===== src/rtl/ivr_pkg.sv =====
package ivr_pkg;

  // Offset reported for source index idx: 2*(idx+1)
  function automatic logic [15:0] src_code(input int unsigned idx);
    logic [15:0] r;
    r = 16'((idx + 1) * 2);
    return r;
  endfunction

endpackage


===== src/rtl/ivr_rst_sync.sv =====
module ivr_rst_sync (
  input  logic clk,
  input  logic rst_n,
  output logic rst_sync_n
);

  logic [1:0] stage_q;

  always_ff @(posedge clk or negedge rst_n) begin
    if (!rst_n) begin
      stage_q <= 2'b00;
    end else begin
      stage_q <= {stage_q[0], 1'b1};
    end
  end

  assign rst_sync_n = stage_q[1];

endmodule


===== src/rtl/ivr_flag_bank.sv =====
module ivr_flag_bank #(
  parameter int NUM_SRC = 7
) (
  input  logic               clk,
  input  logic               rst_n,
  input  logic [NUM_SRC-1:0] set_i,
  input  logic [NUM_SRC-1:0] clr_i,
  output logic [NUM_SRC-1:0] flag_o
);

  logic [NUM_SRC-1:0] flag_q;
  logic [NUM_SRC-1:0] flag_d;
  logic [NUM_SRC-1:0] load;

  for (genvar k = 0; k < NUM_SRC; k++) begin : g_flag
    // set has priority over clear so no event is lost
    always_comb begin
      load[k]   = set_i[k] | clr_i[k];
      flag_d[k] = set_i[k] | (flag_q[k] & ~clr_i[k]);
    end

    always_ff @(posedge clk or negedge rst_n) begin
      if (!rst_n) begin
        flag_q[k] <= 1'b0;
      end else if (load[k]) begin
        flag_q[k] <= flag_d[k];
      end
    end
  end

  assign flag_o = flag_q;

endmodule


===== src/rtl/ivr_prio_enc.sv =====
module ivr_prio_enc
  import ivr_pkg::*;
#(
  parameter int NUM_SRC = 7,
  parameter int VEC_W   = 16
) (
  input  logic [NUM_SRC-1:0] req_i,
  output logic [NUM_SRC-1:0] grant_o,
  output logic [VEC_W-1:0]   vec_o
);

  localparam int CODE_W = $clog2(2 * NUM_SRC + 1);

  logic [CODE_W-1:0] code;

  // lowest index wins: scan from lowest priority upward, last hit stays
  always_comb begin
    grant_o = '0;
    code    = '0;
    for (int k = NUM_SRC - 1; k >= 0; k--) begin
      if (req_i[k]) begin
        grant_o = '0;
        grant_o[k] = 1'b1;
        code    = CODE_W'(src_code(k));
      end
    end
  end

  always_comb begin
    vec_o = '0;
    vec_o[CODE_W-1:0] = code;
  end

endmodule


===== src/rtl/ivr_irq_reg.sv =====
module ivr_irq_reg #(
  parameter int NUM_SRC = 7
) (
  input  logic               clk,
  input  logic               rst_n,
  input  logic [NUM_SRC-1:0] req_i,
  output logic               irq_o
);

  logic irq_d;
  logic irq_q;

  always_comb begin
    irq_d = |req_i;
  end

  always_ff @(posedge clk or negedge rst_n) begin
    if (!rst_n) begin
      irq_q <= 1'b0;
    end else begin
      irq_q <= irq_d;
    end
  end

  assign irq_o = irq_q;

endmodule


===== src/rtl/ivr_vector_unit.sv =====
module ivr_vector_unit #(
  parameter int NUM_SRC = 7,
  parameter int VEC_W   = 16
) (
  input  logic               clk,
  input  logic               rst_n,
  input  logic [NUM_SRC-1:0] set_i,
  input  logic [NUM_SRC-1:0] en_i,
  input  logic               acc_rd_i,
  input  logic               acc_wr_i,
  output logic [VEC_W-1:0]   vec_o,
  output logic               irq_o
);

  logic               rst_q_n;
  logic [NUM_SRC-1:0] flag_q;
  logic [NUM_SRC-1:0] active;
  logic [NUM_SRC-1:0] grant;
  logic [NUM_SRC-1:0] clr;
  logic               access;

  ivr_rst_sync u_rst_sync (
    .clk        (clk),
    .rst_n      (rst_n),
    .rst_sync_n (rst_q_n)
  );

  ivr_flag_bank #(.NUM_SRC(NUM_SRC)) u_flags (
    .clk    (clk),
    .rst_n  (rst_q_n),
    .set_i  (set_i),
    .clr_i  (clr),
    .flag_o (flag_q)
  );

  always_comb begin
    active = flag_q & en_i;
    access = acc_rd_i | acc_wr_i;
    clr    = access ? grant : '0;
  end

  ivr_prio_enc #(.NUM_SRC(NUM_SRC), .VEC_W(VEC_W)) u_enc (
    .req_i   (active),
    .grant_o (grant),
    .vec_o   (vec_o)
  );

  ivr_irq_reg #(.NUM_SRC(NUM_SRC)) u_irq (
    .clk   (clk),
    .rst_n (rst_q_n),
    .req_i (active),
    .irq_o (irq_o)
  );

endmodule


===== config.mk =====
export PLATFORM = sky130hd
export DESIGN_NAME = ivr_vector_unit
export DESIGN_NICKNAME = d
export VERILOG_FILES = /design/src/rtl/ivr_pkg.sv /design/src/rtl/ivr_rst_sync.sv /design/src/rtl/ivr_flag_bank.sv /design/src/rtl/ivr_prio_enc.sv /design/src/rtl/ivr_irq_reg.sv /design/src/rtl/ivr_vector_unit.sv
export SDC_FILE = /design/constraint.sdc
export NUM_CORES = 1
export LEC_CHECK = 0
export ABC_AREA = 1
export CAP_MARGIN = 30
export CORE_ASPECT_RATIO = 1.1
export CORE_MARGIN = 2
export CORE_UTILIZATION = 31
export DETAILED_ROUTE_END_ITERATION = 6
export GPL_TIMING_DRIVEN = 0
export PLACE_DENSITY = 0.65
export SYNTH_ARGS = -nofsm -noshare
export SYNTH_HDL_FRONTEND = slang
export SYNTH_SLANG_ARGS = --single-unit

===== constraint.sdc =====
create_clock -name clk -period 0.92 [get_ports clk]
set_input_delay 0.092 -clock clk [delete_from_list [all_inputs] [get_ports clk]]
set_output_delay 0.092 -clock clk [all_outputs]
set_load 0.02 [all_outputs]

# Yosys cells after proc, flatten, opt, wreduce, memory -nomap -nowiden
# Cells that the tools add are included.
# Widths: inputs -> output; s select.
# word_totals
elab_cells	55
reg_bits	10
# op_classes
n_mux	15
n_bitwise	30
reduce_logical	1
# op_table
op	count
$mux 7	8
$mux 4	7
$or 1x1->1	15
$and 1x1->1	7
$and 7x7->7	1
$not 1->1	7
$reduce_or 7->1	1

# Depth between registers and ports, before layout
# Gate-level depths: netlist of run 1.
# depth
depth_word	12
depth_mapped	7
depth_no_buf	7

# Hierarchy
# Synthesis of run 1 repeated with hierarchy kept, for this count alone.
# unflattened
hier_cells	123
area_unflattened_um2	755.7
# modules_own_cells
module	area_each_um2	seq_area_each_um2	cells_each	n_inst
ivr_flag_bank	280.3	175.2	35	1
ivr_prio_enc	235.2	0.0	43	1
ivr_vector_unit	116.4	0.0	29	1
ivr_irq_reg	70.1	25.0	13	1
ivr_rst_sync	53.8	50.0	3	1

# Worst setup path after synthesis of run 1
# OpenSTA, ideal clock, no wires.
# synth_path
path_kind	register to output
start	register u_flags.flag_q[5], in the netlist u_flags.flag_o[5]
end	output port vec_o[1]
t_required_ns	0.828
path_buffers	0
stages_incl_launch_ff	6
arrival_time_ns	0.967
setup_slack_ns	-0.139
cell_sequence	dfrtp_1 -> nand2_1 -> nand3_1 -> nand2_1 -> nand2_1 -> a21oi_1
# synth_between
elab_chain_len	7
# synth_lines
element	line_no	text
start: declaration	ivr_flag_bank.sv:11	logic [NUM_SRC-1:0] flag_q;
start signal: indexed assignment	ivr_flag_bank.sv:26	flag_q[k] <= flag_d[k];
$and 7x7->7	ivr_vector_unit.sv:37	active = flag_q & en_i;
$mux 4 (6 in series)	ivr_prio_enc.sv:21	if (req_i[k]) begin
end: declaration	ivr_vector_unit.sv:11	output logic [VEC_W-1:0] vec_o,
# Every way passes these cells.

# Worst setup path after layout of run 1
# layout_path
start	register u_flags.flag_q[6], in the netlist u_flags.flag_o[6]
end	output port vec_o[2]
# layout_between
elab_chain_len	8
# layout_lines
element	line_no
$and 7x7->7	ivr_vector_unit.sv:37
$mux 4 (7 in series)	ivr_prio_enc.sv:21
# Every way passes these cells.

==> impl_metrics.xml, run 1 <==
<?xml version="1.0" encoding="UTF-8"?>
<metrics>
  <group name="run_status">
    <metric name="run_status" unit="">finished with violations</metric>
    <metric name="violations_in_the_final_reports" unit="">negative setup slack</metric>
  </group>
  <group name="synth">
    <metric name="ys_top_cells_by_count" unit="">26 x sky130_fd_sc_hd__nand2_1, 13 x sky130_fd_sc_hd__buf_4, 10 x sky130_fd_sc_hd__dfrtp_1, 9 x sky130_fd_sc_hd__inv_1, 6 x sky130_fd_sc_hd__nor2_1</metric>
    <metric name="synthAdderAreaFrac" unit="%">0</metric>
    <metric name="synth.most_common_cell" unit="">sky130_fd_sc_hd__nand2_1</metric>
    <metric name="synthXorXnorAreaFrac" unit="%">0</metric>
    <metric name="synth_top_family_by_area" unit="">simple AND/OR/NAND/NOR gates</metric>
    <metric name="synth_mux_area_share" unit="%">0</metric>
    <metric name="post_synth_instance_area" unit="sq um">607</metric>
    <metric name="synth.ff_latch_count" unit="">10</metric>
    <metric name="dominantRegCellSynth" unit="">sky130_fd_sc_hd__dfrtp_1</metric>
    <metric name="area_share_of_the_largest_cell_type_after_synthesis" unit="%">41.2</metric>
    <metric name="syn_area_per_cell" unit="sq um">7.49</metric>
    <metric name="synthArstFlopShare" unit="%">100</metric>
    <metric name="yosysUniqueCellTypes" unit="">14</metric>
    <metric name="ys_seq_area_share" unit="%">41.2</metric>
    <metric name="synth-edff-count" unit="">0</metric>
    <metric name="synthesized_area_fraction_occupied_by_and_or_nand_nor_cells" unit="%">30.3</metric>
    <metric name="synth_compound_area_share" unit="%">5.57</metric>
    <metric name="ys_warn_count" unit="">0</metric>
    <metric name="synthCells" unit="">81</metric>
    <metric name="synth_area_leader_cell" unit="">sky130_fd_sc_hd__dfrtp_1</metric>
    <metric name="synthTopCellsByArea" unit="">sky130_fd_sc_hd__dfrtp_1 41%, sky130_fd_sc_hd__buf_4 16%, sky130_fd_sc_hd__nand2_1 16%</metric>
  </group>
  <group name="routing">
    <metric name="route.vias.total" unit="">586</metric>
    <metric name="final_antenna_net_count" unit="">0</metric>
    <metric name="drt_pre_antenna_iters" unit="">6</metric>
    <metric name="viasPerCell" unit="">3.83</metric>
    <metric name="drt_first_iter_violations" unit="">3</metric>
    <metric name="detail_route.wl_per_cell" unit="um">8.73</metric>
    <metric name="drcViolationCount" unit="">0</metric>
    <metric name="routed_wirelength" unit="mm">1.34</metric>
  </group>
  <group name="sta">
    <metric name="final_worst_path_period_share" unit="%">142</metric>
    <metric name="finalWorstSetupSlack" unit="ns">-0.390</metric>
    <metric name="fin_worst_skew" unit="ns">0.00136</metric>
    <metric name="finalSetupTns" unit="ns">-2.20</metric>
    <metric name="grt_setup_unrepaired" unit="">true</metric>
    <metric name="drv_slew" unit="">0</metric>
    <metric name="timing.final.setup_violations" unit="">10</metric>
    <metric name="finalCriticalPeriod" unit="ns">1.31</metric>
    <metric name="max_freq" unit="MHz">763</metric>
    <metric name="report.final.hold_viol_count" unit="">0</metric>
  </group>
  <group name="placed_design">
    <metric name="finalWeightedCongestion" unit="">0.744</metric>
    <metric name="port_buffers" unit="">21</metric>
    <metric name="place.detailed.hpwl" unit="um">925</metric>
  </group>
  <group name="global_route">
    <metric name="grt_max_degree" unit="">9</metric>
    <metric name="grt_first_pass_wirelength" unit="mm">1.97</metric>
    <metric name="antenna_violations_before_repair" unit="">0</metric>
    <metric name="first_global_vias" unit="">488</metric>
    <metric name="grtUsageTotal" unit="%">12.0</metric>
    <metric name="grt_overflow_total" unit="">0</metric>
  </group>
  <group name="floorplan">
    <metric name="die-height" unit="um">50.4</metric>
    <metric name="boundaryPins" unit="">35</metric>
    <metric name="chipWidth" unit="um">46.2</metric>
    <metric name="fp.coreArea" unit="sq um">1820</metric>
    <metric name="die_ar" unit="sq um">2330</metric>
    <metric name="start_util" unit="%">33.3</metric>
    <metric name="core.rowCount" unit="">16</metric>
  </group>
  <group name="critical_path">
    <metric name="r2r-end" unit="">u_flags.flag_o[5]</metric>
    <metric name="path_max_fanout" unit="">3</metric>
    <metric name="timing_worst_setup_path_type" unit="">flop to output pin</metric>
    <metric name="worst_ep_required_time" unit="ns">0.83</metric>
    <metric name="cp-start-kind" unit="">flop</metric>
    <metric name="critPathCaptureType" unit="">output pin</metric>
    <metric name="worstRegToRegCells" unit="">8</metric>
    <metric name="worst_ep_arrival_time" unit="ns">1.22</metric>
    <metric name="crit_path_start" unit="">u_flags.flag_o[6]</metric>
    <metric name="r2r_start" unit="">u_flags.flag_o[1]</metric>
    <metric name="ff2ff_setup_slack" unit="ns">-0.22</metric>
  </group>
  <group name="power">
    <metric name="power.static_leakage" unit="nW">0.541</metric>
    <metric name="p_per_area" unit="nW/um^2">1220</metric>
    <metric name="post-layout-total-power" unit="mW">1.28</metric>
    <metric name="max-vdd-ir-drop" unit="V">0.000757</metric>
  </group>
  <group name="clock_tree">
    <metric name="tritoncts_clock_tree" unit="">built</metric>
    <metric name="htree_levels" unit="">1</metric>
    <metric name="library_cell_used_as_clock_root_buffer" unit="">sky130_fd_sc_hd__clkbuf_4</metric>
    <metric name="tritoncts.num_buffers" unit="">3</metric>
    <metric name="reg_clk_slew_reported_paths" unit="ns">0.07</metric>
    <metric name="worst_skew_pair.late_latency" unit="ns">0.27</metric>
    <metric name="clockBufferDepth" unit="">2</metric>
    <metric name="clock-sinks" unit="">10</metric>
  </group>
  <group name="job">
    <metric name="drv.max_cap_violation_count" unit="">0</metric>
  </group>
  <group name="cells_and_area">
    <metric name="share_of_the_core_filled_with_cells" unit="%">57.6</metric>
    <metric name="nNetsFinal" unit="">145</metric>
    <metric name="post_route_cells_drive_above_1_share" unit="%">38.1</metric>
    <metric name="antenna_cell_count" unit="">0</metric>
    <metric name="area_delta_synth_final" unit="%">72.8</metric>
  </group>
  <group name="worst_hold_path">
    <metric name="min-delay-path-class" unit="">flop to asynchronous set/reset pin</metric>
  </group>
</metrics>
## worst max-delay path, stage by stage (launching register included)
cell	delay [ns]
sky130_fd_sc_hd__dfrtp_1	0.41
sky130_fd_sc_hd__nand2_1	0.09
sky130_fd_sc_hd__nand2_2	0.07
sky130_fd_sc_hd__a31oi_2	0.20
sky130_fd_sc_hd__nor2_2	0.05
sky130_fd_sc_hd__buf_6	0.12
## timing repair
| action | in CTS | in global routing |
|---|---|---|
| buffers inserted | 4 | 3 |
| hold endpoints to repair | 2 | 0 |
| gates resized for setup | 32 | 3 |
| setup endpoints to repair | 10 | 10 |
| pin swaps | 10 | 4 |
| hold buffers | 1 | 0 |
## worst max path at each step
stage                           to  cells after the start
after floorplan           vec_o[1]                      5
after global placement    vec_o[1]                      6
after detailed placement  vec_o[1]                      7
after CTS                 vec_o[1]                      6
after global routing      vec_o[1]                      6
final                     vec_o[2]                      5
## report_power, final
group	switching [mW]	internal, mW
logic	0.199	0.207
registers	0.0182	0.460
clock network	0.160	0.241
## per-stage QoR
step	cells	setup slack (ns)	instance area [sq um]	hold slack, ns
finish	153	-0.390	1050	0.138
global route	153	-0.475	1050	0.175
CTS	150	-0.410	1010	0.148
detailed placement	141	-0.731	905	0.141
global placement	141	-0.730	905	0.143
floorplan	93	-0.0479	661	-0.204
## placed cells by master (no fill, tap or decap), types with 2 or more instances in the layout
cell type	n
sky130_fd_sc_hd__buf_4	20
sky130_fd_sc_hd__clkdlybuf4s50_1	17
sky130_fd_sc_hd__buf_6	3
sky130_fd_sc_hd__inv_1	8
sky130_fd_sc_hd__nand2_1	21
sky130_fd_sc_hd__clkbuf_4	3
sky130_fd_sc_hd__nand2_2	9
sky130_fd_sc_hd__conb_1	14
sky130_fd_sc_hd__nor2_4	2
sky130_fd_sc_hd__a21o_1	3
sky130_fd_sc_hd__nor2_2	4
sky130_fd_sc_hd__nor2_1	2
sky130_fd_sc_hd__dfrtp_1	10
## cell families after synthesis
group | after synthesis
compound gates | 5
buf+inv | 22
flops | 10
other cells | 2
simple gates | 42
## registers in the layout, indices dropped and copies added, names as in the netlist
signal,cells
u_rst_sync.stage_q,2
u_flags.flag_o,7
u_irq.irq_o,1
## cell type report
| cell class | count | area, sq um |
|---|---|---|
| inverters | 9 | 33.8 |
| multi-input cells | 61 | 325 |
| well taps | 27 | 33.8 |
| plain buffers | 13 | 97.6 |
| flip-flops and latches | 10 | 250 |
| fillers | 159 | 773 |
| clock buffers | 4 | 36.3 |
| repair buffers | 29 | 272 |
## layer usage
metal / wire length [um] / share of wire (%) / vias up / track usage (%)
met3: 107 / 8.0 / 2 / 3.60
met2: 684 / 51 / 27 / 19.9
met5: 0 / 0 / - / 0
met4: 9 / 0.67 / 0 / 7.14
met1: 535 / 40 / 246 / 12.8
li1: - / - / 311 / -
Note: power is estimated with default switching activity, not from simulation.
==> inputs of run 2 (changes only) <==
--- a/config.mk
+++ b/config.mk
@@ -8,11 +8,12 @@
 export ABC_AREA = 1
 export CAP_MARGIN = 30
 export CORE_ASPECT_RATIO = 1.1
-export CORE_MARGIN = 2
+export CORE_MARGIN = 8
 export CORE_UTILIZATION = 31
 export DETAILED_ROUTE_END_ITERATION = 6
 export GPL_TIMING_DRIVEN = 0
-export PLACE_DENSITY = 0.65
+export PLACE_DENSITY = 0.6
 export SYNTH_ARGS = -nofsm -noshare
 export SYNTH_HDL_FRONTEND = slang
+export SYNTH_HIERARCHICAL = 1
 export SYNTH_SLANG_ARGS = --single-unit
==> constraint.sdc (replaced) <==
create_clock -name clk -period 1.5 [get_ports clk]
set_input_delay 0.15 -clock clk [delete_from_list [all_inputs] [get_ports clk]]
set_output_delay 0.15 -clock clk [all_outputs]
set_load 0.02 [all_outputs]
==> impl_metrics.xml, run 2 <==
<?xml version="1.0" encoding="UTF-8"?>
<metrics>
  <group name="cells_and_area">
    <metric name="post_route_cells_drive_above_1_share" unit="%">18.8</metric>
    <metric name="share_of_the_core_filled_with_cells" unit="%">47.7</metric>
    <metric name="final_design_area_no_fill" unit="sq um">1090</metric>
    <metric name="max_reg_flops" unit="">7</metric>
    <metric name="final_common_cell" unit="">sky130_fd_sc_hd__inv_1</metric>
    <metric name="final_cell_mix" unit="">38 x sky130_fd_sc_hd__inv_1, 32 x sky130_fd_sc_hd__nand2_1, 18 x sky130_fd_sc_hd__clkdlybuf4s50_1</metric>
    <metric name="nNetsFinal" unit="">179</metric>
    <metric name="area_delta_synth_final" unit="%">43.7</metric>
    <metric name="antenna_cell_count" unit="">0</metric>
  </group>
  <group name="sta">
    <metric name="drv_slew" unit="">0</metric>
    <metric name="finalCriticalPeriod" unit="ns">1.41</metric>
    <metric name="finalWorstSetupSlack" unit="ns">0.0941</metric>
    <metric name="max_freq" unit="MHz">711</metric>
    <metric name="timing.final.setup_violations" unit="">0</metric>
    <metric name="grt_setup_unrepaired" unit="">true</metric>
    <metric name="fin_worst_skew" unit="ns">0.00205</metric>
    <metric name="report.final.hold_viol_count" unit="">0</metric>
    <metric name="final_worst_path_period_share" unit="%">93.7</metric>
  </group>
  <group name="power">
    <metric name="max-vdd-ir-drop" unit="V">0.000529</metric>
    <metric name="p_per_area" unit="nW/um^2">703</metric>
    <metric name="power.static_leakage" unit="nW">0.636</metric>
  </group>
  <group name="synth">
    <metric name="yosysUniqueCellTypes" unit="">11</metric>
    <metric name="synth_top_family_by_area" unit="">buffers and inverters</metric>
    <metric name="synthTopCellsByArea" unit="">sky130_fd_sc_hd__dfrtp_1 33%, sky130_fd_sc_hd__inv_1 20%, sky130_fd_sc_hd__nand2_1 16%</metric>
    <metric name="synthXorXnorAreaFrac" unit="%">0</metric>
    <metric name="ys_seq_area_share" unit="%">33.1</metric>
    <metric name="synthAdderAreaFrac" unit="%">0</metric>
    <metric name="area_share_of_the_largest_cell_type_after_synthesis" unit="%">33.1</metric>
    <metric name="synth_area_leader_cell" unit="">sky130_fd_sc_hd__dfrtp_1</metric>
    <metric name="synth-edff-count" unit="">0</metric>
    <metric name="syn_area_per_cell" unit="sq um">6.14</metric>
    <metric name="synth.ff_latch_count" unit="">10</metric>
    <metric name="synth_compound_area_share" unit="%">1.99</metric>
    <metric name="ys_warn_count" unit="">6</metric>
    <metric name="post_synth_instance_area" unit="sq um">756</metric>
    <metric name="synthCells" unit="">123</metric>
    <metric name="synthArstFlopShare" unit="%">100</metric>
    <metric name="synth.most_common_cell" unit="">sky130_fd_sc_hd__inv_1</metric>
    <metric name="ys_top_cells_by_count" unit="">41 x sky130_fd_sc_hd__inv_1, 33 x sky130_fd_sc_hd__nand2_1, 15 x sky130_fd_sc_hd__nor2_1, 14 x sky130_fd_sc_hd__buf_4, 10 x sky130_fd_sc_hd__dfrtp_1</metric>
    <metric name="synth_mux_area_share" unit="%">0</metric>
    <metric name="synthesized_area_fraction_occupied_by_and_or_nand_nor_cells" unit="%">29.6</metric>
    <metric name="dominantRegCellSynth" unit="">sky130_fd_sc_hd__dfrtp_1</metric>
  </group>
  <group name="floorplan">
    <metric name="chipWidth" unit="um">63.1</metric>
    <metric name="die_ar" unit="sq um">4280</metric>
    <metric name="die-height" unit="um">67.8</metric>
    <metric name="core.rowCount" unit="">18</metric>
    <metric name="boundaryPins" unit="">35</metric>
    <metric name="start_util" unit="%">33.2</metric>
    <metric name="fp.coreArea" unit="sq um">2270</metric>
  </group>
  <group name="critical_path">
    <metric name="delay_of_the_slowest_critical_path_stage" unit="ns">0.38</metric>
    <metric name="worstRegToRegCells" unit="">10</metric>
    <metric name="critical-path-slowest-cell" unit="">sky130_fd_sc_hd__dfrtp_1</metric>
    <metric name="path_max_fanout" unit="">3</metric>
    <metric name="cp-start-kind" unit="">flop</metric>
    <metric name="worst_ep_required_time" unit="ns">1.35</metric>
    <metric name="timing_worst_setup_path_type" unit="">flop to output pin</metric>
    <metric name="worst_ep_arrival_time" unit="ns">1.26</metric>
    <metric name="critPathCaptureType" unit="">output pin</metric>
    <metric name="critical_path.most_common_cell" unit="">sky130_fd_sc_hd__nand2_1</metric>
    <metric name="cp_cell_sequence" unit="">nand2_1, inv_1, nor2_4, nand2_1, a21oi_1, buf_4</metric>
  </group>
  <group name="global_route">
    <metric name="grt_overflow_total" unit="">0</metric>
    <metric name="grt_max_degree" unit="">9</metric>
    <metric name="grtUsageTotal" unit="%">7.44</metric>
    <metric name="first_global_vias" unit="">680</metric>
    <metric name="antenna_violations_before_repair" unit="">0</metric>
    <metric name="grt_first_pass_wirelength" unit="mm">2.62</metric>
  </group>
  <group name="clock_tree">
    <metric name="worst_skew_pair.late_latency" unit="ns">0.26</metric>
    <metric name="library_cell_used_as_clock_root_buffer" unit="">sky130_fd_sc_hd__clkbuf_4</metric>
    <metric name="tritoncts_clock_tree" unit="">built</metric>
    <metric name="tritoncts.num_buffers" unit="">3</metric>
    <metric name="clock-sinks" unit="">10</metric>
    <metric name="clockBufferDepth" unit="">2</metric>
    <metric name="cts_hold_buffers" unit="">0</metric>
    <metric name="reg_clk_slew_reported_paths" unit="ns">0.06</metric>
    <metric name="htree_levels" unit="">1</metric>
  </group>
  <group name="routing">
    <metric name="final_antenna_net_count" unit="">0</metric>
    <metric name="routed_wirelength" unit="mm">1.49</metric>
    <metric name="drt_pre_antenna_iters" unit="">4</metric>
    <metric name="detail_route.wl_per_cell" unit="um">7.84</metric>
    <metric name="route.vias.total" unit="">694</metric>
    <metric name="drcViolationCount" unit="">0</metric>
    <metric name="drt_first_iter_violations" unit="">13</metric>
    <metric name="viasPerCell" unit="">3.65</metric>
  </group>
  <group name="worst_hold_path">
    <metric name="min-delay-path-class" unit="">primary input to asynchronous set/reset pin</metric>
  </group>
  <group name="placed_design">
    <metric name="port_buffers" unit="">21</metric>
    <metric name="place.detailed.hpwl" unit="mm">1.32</metric>
    <metric name="dp_slack" unit="ns">-0.342</metric>
    <metric name="postPlaceCellArea" unit="sq um">1050</metric>
    <metric name="finalWeightedCongestion" unit="">0.747</metric>
  </group>
  <group name="run_status">
    <metric name="run_status" unit="">completed</metric>
  </group>
  <group name="job">
    <metric name="drv.max_cap_violation_count" unit="">0</metric>
  </group>
</metrics>
[run 2: path summary, 6_finish.rpt]
path                       slack [ns]                    end                  start
setup / recovery                 0.09               vec_o[2]      u_flags/flag_o[4]
hold / removal                   0.04  u_rst_sync/stage_q[0]                  rst_n
setup reg to reg                 0.23      u_flags/flag_o[6]      u_flags/flag_o[4]
hold reg to reg                  0.13      u_flags/flag_o[0]  u_rst_sync/stage_q[1]
max in group asynchronous        1.12      u_flags/flag_o[4]  u_rst_sync/stage_q[1]
min in group clk                 0.36  u_rst_sync/stage_q[1]  u_rst_sync/stage_q[0]
[run 2: cell families (layout without fill, tap and decap cells)]
logic type / after synthesis / count (layout)
buf+inv: 55 / 80
simple gates: 53 / 53
flops: 10 / 10
compound gates: 3 / 3
other cells: 2 / 14
[run 2: area by class of cell]
| type | count | area, sq um |
|---|---|---|
| buffer | 14 | 105 |
| timing repair buffer | 21 | 200 |
| fill | 237 | 1190 |
| multi-input combinational | 70 | 303 |
| sequential | 10 | 250 |
| inverter | 41 | 154 |
| tap | 30 | 37.5 |
| clock buffer | 4 | 36.3 |
[run 2: repair_timing]
item                       in CTS  in global routing
gates resized for setup        12                  8
setup endpoints to repair       3                  3
pin swaps                       0                  1
setup buffers                   0                  0
[run 2: through the flow]
step | setup TNS, ns | hold WS, ns | instances | total power [mW]
3_3_place_gp | -0.930 | 0.139 | 186 | 0.526
2_1_floorplan | 0 | -0.146 | 135 | 0.448
6_report | 0 | 0.0424 | 190 | 0.763
3_5_place_dp | -0.940 | 0.145 | 186 | 0.530
5_1_grt | -0.00753 | 0.0332 | 190 | 0.815
4_1_cts | 0 | 0.0390 | 190 | 0.765
[run 2: worst max-delay path: cells and delay by family (launching register included)]
family,cells,cell delay [ns]
DFF,1,0.38
and+or+nand+nor,3,0.27
buffers and inverters,2,0.23
AOI/OAI and AO/OA,1,0.12
[run 2: layer usage]
metal	routed length [um]	global-route usage [%]
met1	613	7.42
met2	693	12.9
met3	154	2.81
met4	29	5.13
met5	0	0
[run 2: power breakdown]
part | internal, mW | leakage [nW] | switching [mW]
clock | 0.147 | 0.0210 | 0.0907
combinational | 0.108 | 0.517 | 0.126
sequential | 0.282 | 0.0973 | 0.00924
